--- config.mk ---
export PLATFORM = sky130hd
export DESIGN_NAME = req_decimator
export DESIGN_NICKNAME = d
export VERILOG_FILES = /design/src/rtl/decim_pkg.sv /design/src/rtl/decim_lane.sv /design/src/rtl/decim_host_if.sv /design/src/rtl/req_decimator.sv
export SDC_FILE = /design/constraint.sdc
export NUM_CORES = 2
export LEC_CHECK = 0
export BUFFER_PORTS_ARGS = -buffer_cell sky130_fd_sc_hd__buf_2
export CORE_MARGIN = 4
export CORE_UTILIZATION = 55
export DETAILED_ROUTE_END_ITERATION = 10
export HOLD_SLACK_MARGIN = 0.02
export PLACE_DENSITY = 0.71
export SETUP_SLACK_MARGIN = 0.4
export SLEW_MARGIN = 20
export SYNTH_ARGS = -nofsm -noshare
export SYNTH_HDL_FRONTEND = slang
export SYNTH_HIERARCHICAL = 1
export SYNTH_SLANG_ARGS = --single-unit
--- constraint.sdc ---
create_clock -name clk -period 8.61 [get_ports clk]
set_input_delay 2.1525 -clock clk [delete_from_list [all_inputs] [get_ports clk]]
set_output_delay 2.1525 -clock clk [all_outputs]
set_load 0.02 [all_outputs]
--- src/rtl/decim_pkg.sv ---
package decim_pkg;

  localparam int unsigned KIND_W = 2;

  typedef enum logic [KIND_W-1:0] {
    KIND_RATIO = 2'd0,
    KIND_TALLY = 2'd1,
    KIND_ALL   = 2'd2,
    KIND_NONE  = 2'd3
  } acc_kind_e;

  // A zero ratio behaves like one.
  function automatic logic [31:0] eff_ratio(input logic [31:0] r);
    return (r == 32'd0) ? 32'd1 : r;
  endfunction

  // Phase after one more accepted request; returns to zero after N requests.
  function automatic logic [31:0] next_phase(input logic [31:0] p, input logic [31:0] r);
    logic [32:0] inc;
    inc = {1'b0, p} + 33'd1;
    return (inc >= {1'b0, eff_ratio(r)}) ? 32'd0 : inc[31:0];
  endfunction

  // Tally step with wrap at the counter width.
  function automatic logic [31:0] tally_step(input logic [31:0] t, input int unsigned w);
    logic [31:0] mask;
    mask = (w >= 32) ? 32'hFFFF_FFFF : ((32'd1 << w) - 32'd1);
    return (t + 32'd1) & mask;
  endfunction

endpackage

--- src/rtl/decim_lane.sv ---
module decim_lane
  import decim_pkg::*;
#(
  parameter int unsigned CNT_W = 16
) (
  input  logic             clk,
  input  logic             rst_n,
  input  logic             req,
  input  logic             clr,
  input  logic             ratio_wr,
  input  logic [CNT_W-1:0] ratio,
  output logic             accept,
  output logic             fire,
  output logic [CNT_W-1:0] tally
);

  logic [CNT_W-1:0] phase_q;
  logic [CNT_W-1:0] phase_nx;
  logic [CNT_W-1:0] tally_nx;

  assign accept   = req & ~clr;
  assign phase_nx = CNT_W'(next_phase(32'(phase_q), 32'(ratio)));
  assign tally_nx = CNT_W'(tally_step(32'(tally), CNT_W));

  always_ff @(posedge clk) begin
    if (!rst_n) begin
      phase_q <= '0;
      tally   <= '0;
      fire    <= 1'b0;
    end else begin
      fire <= accept && (phase_q == '0);
      if (clr) begin
        phase_q <= '0;
        tally   <= '0;
      end else begin
        if (ratio_wr) begin
          phase_q <= '0;
        end else if (accept) begin
          phase_q <= phase_nx;
        end
        if (accept) begin
          tally <= tally_nx;
        end
      end
    end
  end

endmodule

--- src/rtl/decim_host_if.sv ---
module decim_host_if
  import decim_pkg::*;
#(
  parameter int unsigned NUM_CH = 16,
  parameter int unsigned CNT_W  = 16,
  localparam int unsigned CH_W   = (NUM_CH > 1) ? $clog2(NUM_CH) : 1,
  localparam int unsigned ADDR_W = CH_W + KIND_W
) (
  input  logic                          clk,
  input  logic                          rst_n,
  input  logic                          host_wr,
  input  logic [ADDR_W-1:0]             host_addr,
  input  logic [CNT_W-1:0]              host_wdata,
  input  logic [NUM_CH-1:0][CNT_W-1:0]  tally_bus,
  output logic [CNT_W-1:0]              host_rdata,
  output logic [NUM_CH-1:0][CNT_W-1:0]  ratio_bus,
  output logic [NUM_CH-1:0]             ratio_wr_vec,
  output logic [NUM_CH-1:0]             clr_vec
);

  acc_kind_e        kind;
  logic [CH_W-1:0]  ch_sel;
  logic             ch_ok;

  assign kind   = acc_kind_e'(host_addr[ADDR_W-1:CH_W]);
  assign ch_sel = host_addr[CH_W-1:0];
  assign ch_ok  = (32'(ch_sel) < NUM_CH);

  for (genvar c = 0; c < NUM_CH; c++) begin : g_dec
    logic hit;
    assign hit             = ch_ok && (32'(ch_sel) == c);
    assign ratio_wr_vec[c] = host_wr && (kind == KIND_RATIO) && hit;
    assign clr_vec[c]      = host_wr && (((kind == KIND_TALLY) && hit) || (kind == KIND_ALL));

    always_ff @(posedge clk) begin
      if (!rst_n) begin
        ratio_bus[c] <= CNT_W'(1);
      end else if (ratio_wr_vec[c]) begin
        ratio_bus[c] <= host_wdata;
      end
    end
  end

  always_comb begin
    host_rdata = '0;
    if (ch_ok) begin
      unique case (kind)
        KIND_RATIO: host_rdata = ratio_bus[ch_sel];
        KIND_TALLY: host_rdata = tally_bus[ch_sel];
        default:    host_rdata = '0;
      endcase
    end
  end

endmodule

--- src/rtl/req_decimator.sv ---
module req_decimator
  import decim_pkg::*;
#(
  parameter int unsigned NUM_CH = 16,
  parameter int unsigned CNT_W  = 16,
  localparam int unsigned CH_W   = (NUM_CH > 1) ? $clog2(NUM_CH) : 1,
  localparam int unsigned ADDR_W = CH_W + KIND_W
) (
  input  logic              clk,
  input  logic              rst_n,
  input  logic [NUM_CH-1:0] req_in,
  output logic [NUM_CH-1:0] fwd_out,
  input  logic              host_wr,
  input  logic [ADDR_W-1:0] host_addr,
  input  logic [CNT_W-1:0]  host_wdata,
  output logic [CNT_W-1:0]  host_rdata
);

  logic [NUM_CH-1:0][CNT_W-1:0] tally_bus;
  logic [NUM_CH-1:0][CNT_W-1:0] ratio_bus;
  logic [NUM_CH-1:0]            ratio_wr_vec;
  logic [NUM_CH-1:0]            clr_vec;
  logic [NUM_CH-1:0]            acc_vec;

  decim_host_if #(.NUM_CH(NUM_CH), .CNT_W(CNT_W)) u_host (
    .clk          (clk),
    .rst_n        (rst_n),
    .host_wr      (host_wr),
    .host_addr    (host_addr),
    .host_wdata   (host_wdata),
    .tally_bus    (tally_bus),
    .host_rdata   (host_rdata),
    .ratio_bus    (ratio_bus),
    .ratio_wr_vec (ratio_wr_vec),
    .clr_vec      (clr_vec)
  );

  for (genvar c = 0; c < NUM_CH; c++) begin : g_lane
    decim_lane #(.CNT_W(CNT_W)) u_lane (
      .clk      (clk),
      .rst_n    (rst_n),
      .req      (req_in[c]),
      .clr      (clr_vec[c]),
      .ratio_wr (ratio_wr_vec[c]),
      .ratio    (ratio_bus[c]),
      .accept   (acc_vec[c]),
      .fire     (fwd_out[c]),
      .tally    (tally_bus[c])
    );
  end

endmodule

=== Word level (Yosys, flattened, before mapping) ===
Index checks and enable logic that the tools add are counted.

* Register bits: 784
* Input port bits: 41
* Logic and storage cells: 347

* Add/sub/neg operators: 32
* Magnitude comparators: 17
* Equal/unequal tests: 17
* Muxes and demuxes: 37
* Bitwise gates (word level): 33
* Reduce and logical (&&, ||, !) cells: 147

{| class="wikitable"
|+ Operators with widths
! kind !! count
|-
| two-way mux 16 bit || 34
|-
| logical NOT 16 bit || 32
|-
| adder 16 x 1 -> 17 bit (second input constant) || 16
|-
| >= comparator 17 x 16 -> 1 bit || 16
|-
| adder 16 x 1 -> 16 bit (second input constant) || 16
|-
| binary-select mux 16 bit (select 4 bit) || 2
|-
| logical AND 1 bit || 65
|-
| OR reduction 3 bit || 16
|-
| equality test 4 bit (second input constant) || 8
|-
| one-hot mux 16 bit (2 select lines) || 1
|-
| OR reduction 2 bit || 16
|-
| inverter 1 bit || 17
|-
| AND 1 bit || 16
|-
| equality test 4 x 3 -> 1 bit (second input constant) || 4
|-
| logical OR 1 bit || 16
|-
| equality test 4 x 2 -> 1 bit (second input constant) || 2
|-
| less-than comparator 4 x 5 -> 1 bit (second input constant) || 1
|-
| equality test 4 x 1 -> 1 bit (second input constant) || 1
|-
| logical NOT 4 bit || 1
|-
| equality test 2 x 1 -> 1 bit (second input constant) || 1
|-
| equality test 2 bit (second input constant) || 1
|-
| logical NOT 2 bit || 1
|}

=== Longest topological paths before layout ===
* Depth after elaboration: 7
* Mapped depth: 15

=== By module ===
Netlist, hierarchy kept.

{| class="wikitable"
|+ By module, submodules not included
! module !! instances !! cells an instance !! area an instance (um^2) !! sequential area each (um^2)
|-
| decim_lane (g_lane[0].u_lane ...) || 12 || 271 || 2127.0 || 660.6
|-
| decim_host_if || 1 || 1537 || 14132.3 || 5124.9
|-
| decim_lane (g_lane[13].u_lane ...) || 3 || 284 || 2249.7 || 660.6
|-
| decim_lane (g_lane[9].u_lane) || 1 || 259 || 2089.5 || 660.6
|}

=== Worst setup path before layout ===
OpenSTA, ideal clock, no wires.

* Path type: input-to-output
* Start point: in host_addr[1]
* End point: out host_rdata[10]
* Arrival: 3.764 ns
* Data required time: 6.457 ns
* Slack: 2.694 ns
* Stages: 9
* Path buffers: 5
* Cells stage by stage: buf_6 > buf_6 > buf_8 > and2_1 > buf_2 > clkbuf_1 > a22oi_1 > a21oi_1 > nor3_1

* Longest elaborated chain between the ends: 3
* Elaborated cells between the ends (all ways): 5
* Those cells by class: mux (5)

{| class="wikitable"
|+ RTL lines
! what !! RTL line !! text
|-
| from (decl) || req_decimator.sv:14 || <nowiki>input logic [ADDR_W-1:0] host_addr,</nowiki>
|-
| binary-select mux 16 bit (select 4 bit) (on tied branches) || decim_host_if.sv:49, decim_host_if.sv:48 ||
|-
| two-way mux 16 bit (on tied branches) || decim_host_if.sv:49, decim_host_if.sv:48 ||
|-
| one-hot mux 16 bit (2 select lines) (*) || decim_host_if.sv:47 || <nowiki>unique case (kind)</nowiki>
|-
| to (decl) || req_decimator.sv:16 || <nowiki>output logic [CNT_W-1:0] host_rdata</nowiki>
|}

Mark *: on every way between the ends. The rest lies on a longest branch, timed or not. The select of a mux whose other input is x is not followed.

=== Worst setup path after layout ===
* Start point: in host_addr[1]
* End point: out host_rdata[12]

The elaborated chain is that of the path after synthesis.

==> metrics <==
status=finished, final reports clean; Slew Viols, Final=0; layout cells sized above 1=0.0951; Reg2Reg Depth=12; worst-case clock buffer depth=3; die height=between 300 and 400 um; min Tclk post-route=roughly 7.2 ns; quantity of hold-fixing buffers added after cts=0; DP HPWL=about 110000 um; initial antenna violation count=9; GRT overflow=0; die footprint=93000 um^2; CP Capture Type=output pin; clk slew on worst S/H paths=~0.060 ns; launch point of the worst reg-to-reg path=g_lane[12].u_lane/phase_q[0]$_SDFFE_PP0P_; Cell variety after synth=approximately 70; PnR Total Power=between 8 and 9 mW; Area contributors post-synth=dfxtp_1, ha_1, nand2_1, mux4_2, nor2_1; Post-CTS Resized=0; Initial DRC Count=a little under 5k; Cell Area, Synth=48500 um^2; Remaining DRCs=0; placed cells=a little under 7k; overall global routing resource usage=0.320; DP Worst Slack=roughly 1.5 ns; Routed Antenna Nets=0; Hold Path Class=flop to flop; Post-Syn Area per Cell=~8 um^2; final worst path period share=0.833; via/cell ratio=between 6 and 7; DIE WIDTH=305 um; clock root buffer=clkbuf_16; reg2reg setup slack=between 4 and 5 ns; DRT Pass-1 Iters=8; Slew HR=0.320; Placer Congestion=approximately 1; IO Pins=73; CTS Sinks=a little under 800; Cell Count, Final, Fillers Out=roughly 7.0k; global-route wire length before repair=around 240000 um; RSZ-0062 raised after global routing=false; fin nets=between 6k and 7k; CTS buffer count=86; Synthesized Nets=about 6.2k; Fillers=7802; sequential cell area fraction in the yosys report=0.324; largest net degree at the start of global routing=109; worst-skew pair later-pin latency=~0.66 ns; RR Endpoint=g_lane[12].u_lane/phase_q[13]$_SDFFE_PP0P_; wire length per cell=22.1 um; Peak Freq=around 140 MHz; asr flop ratio synth=0; H-tree depth=3; Post-synth EDFFs=0; max-cap viol count=0; setup bufs post-CTS=0; setup tns final=0 ns; WP data required=around 6.5 ns; WS Path Type=input pin to output pin; crit path capture=host_rdata[12]; vias in the first global route=~40k; core region area=87200 um^2; Pwr per Cell Area=around 160 nW/um^2; Pleak=approximately 20 nW; IO buf count=between 70 and 80; area grow syn2layout=7.21%; worst setup margin=between 1 and 1.5 ns; CP max FO=63; Critical Path Start=host_addr[1]; yosys warns=6; Slew @ Worst Pin=slightly above 1 ns; CP startpoint kind=input pin; final WL=between 150000 and 200000 um; Clock Skew=between 0.02 and 0.03 ns; prevailing post-synth register cell=dfxtp_1; CTS tree=built; Setup Viol. Count Final=0; Peak VDD IR=0.178 mV; #FFs+latches synth=~780; cell taking the most area after synthesis=dfxtp_1; Site Rows=108; vias=approximately 44k; Worst Path Arrival=around 5.0 ns; Initial Util=0.556; Final Hold Viols=0; Yosys top cell area share=0.324; cells after synthesis=slightly below 6k
[power breakdown]
part           internal (mW)  switching [mW]
Combinational          0.159           0.408
Sequential              3.65          0.0403
Clock                   2.49            1.60
[state kept, by name, indices dropped and copies added (netlist names)]
register / count
g_lane.u_lane/phase_q: 256
u_host/ratio_bus: 256
g_lane.u_lane/fire: 16
g_lane.u_lane/tally: 256
[layout make-up]
type                            count  area [um^2]  area share
Antenna cell                        6         15.0    0.000289
Inverter                          355         1340      0.0257
Timing Repair Buffer              104          637      0.0122
Clock inverter                     37          596      0.0115
Tap cell                         1155         1450      0.0278
Sequential cell                   784        15700       0.302
Multi-Input combinational cell   4445        29700       0.572
Clock buffer                      122         2520      0.0485
[cells by family after synthesis]
logic type                 count (synthesis)  synth area share
and+or+nand+nor                         2706             0.270
xor gates and xnor gates                 356            0.0643
adders and majority gates                304            0.0784
muxes                                    208            0.0725
AOI/OAI and AO/OA                        871             0.128
buffers and inverters                    671            0.0632
DFF                                      784             0.324
[metrics by stage]
| stage | hold WS [ns] | utilization | instance area [um^2] |
|---|---|---|---|
| finish | 0.495 | 0.597 | 52000 |
| global route | 0.520 | 0.596 | 52000 |
| CTS | 0.496 | 0.596 | 52000 |
| detailed placement | 0.487 | 0.560 | 48800 |
| global placement | 0.477 | 0.560 | 48800 |
| floorplan | 0.453 | - | 48500 |
[synthesized netlist by cell type, types with 13 or more instances]
cell type  instances
or3_1             35
nand4b_1          15
a21boi_0         160
ha_1             304
inv_2             13
nand4_1          248
a41o_1            16
o2111ai_1         60
nor3_4            13
o21ai_0           51
xor2_1           203
or2_2             87
buf_4             21
a21oi_1          182
a21boi_1          80
a211oi_1          24
clkbuf_1         172
nor2b_1           53
nor4_1            89
inv_1            338
and3_1            47
nand3_1          290
a32oi_1           59
buf_2             65
and2_1            57
mux2_2            16
xnor2_1          153
a31oi_1          106
a22oi_1           35
dfxtp_1          784
buf_6             45
or4_1             17
mux2i_1           80
o22ai_1           15
nor3_1           158
nand2_1          921
nand2b_1          50
mux4_2           109
nor2_1           545
o31ai_2           24
a21o_1            32
[critical path, cell delays in order]
cell	delay, ns
buf_6	0.49
buf_4	0.66
mux4_2	0.59
mux2_2	0.29
o22ai_1	0.37
nor3_1	0.18
buf_2	0.20
[placed cells by master (no fill, tap or decap), drive strengths merged, types with 57 or more instances in the layout]
cell / instances
a21boi: 240
dfxtp: 784
nand4: 260
a21oi: 182
mux4: 112
xor2: 203
nor2: 546
a31oi: 106
clkbuf: 124
inv: 355
and2: 57
nor3: 172
mux2i: 80
ha: 304
a32oi: 59
buf: 102
o2111ai: 60
xnor2: 153
or2: 105
nand2: 921
nand3: 302
nor4: 92
[how the worst min path moves through the flow]
stage,start,endpoint,slack [ns],depth (start not counted)
after floorplan,g_lane[0].u_lane/phase_q[15]$_SDFFE_PP0P_,g_lane[0].u_lane/phase_q[15]$_SDFFE_PP0P_,0.45,2
after global placement,g_lane[4].u_lane/phase_q[15]$_SDFFE_PP0P_,g_lane[4].u_lane/phase_q[15]$_SDFFE_PP0P_,0.48,2
after detailed placement,g_lane[8].u_lane/phase_q[15]$_SDFFE_PP0P_,g_lane[8].u_lane/phase_q[15]$_SDFFE_PP0P_,0.49,2
after CTS,g_lane[8].u_lane/phase_q[15]$_SDFFE_PP0P_,g_lane[8].u_lane/phase_q[15]$_SDFFE_PP0P_,0.50,2
after global routing,g_lane[8].u_lane/phase_q[15]$_SDFFE_PP0P_,g_lane[8].u_lane/phase_q[15]$_SDFFE_PP0P_,0.52,2
final,g_lane[10].u_lane/phase_q[15]$_SDFFE_PP0P_,g_lane[10].u_lane/phase_q[15]$_SDFFE_PP0P_,0.50,2
[per-layer routing]
| metal | vias up | track usage | part of all wire |
|---|---|---|---|
| met5 | - | 0 | 0.00012 |
| met4 | 2 | 0.197 | 0.072 |
| met3 | 461 | 0.0556 | 0.090 |
| met2 | 1971 | 0.495 | 0.44 |
| met1 | 20900 | 0.418 | 0.40 |
| li1 | 20500 | - | - |
(Power assumes the default switching activity.)
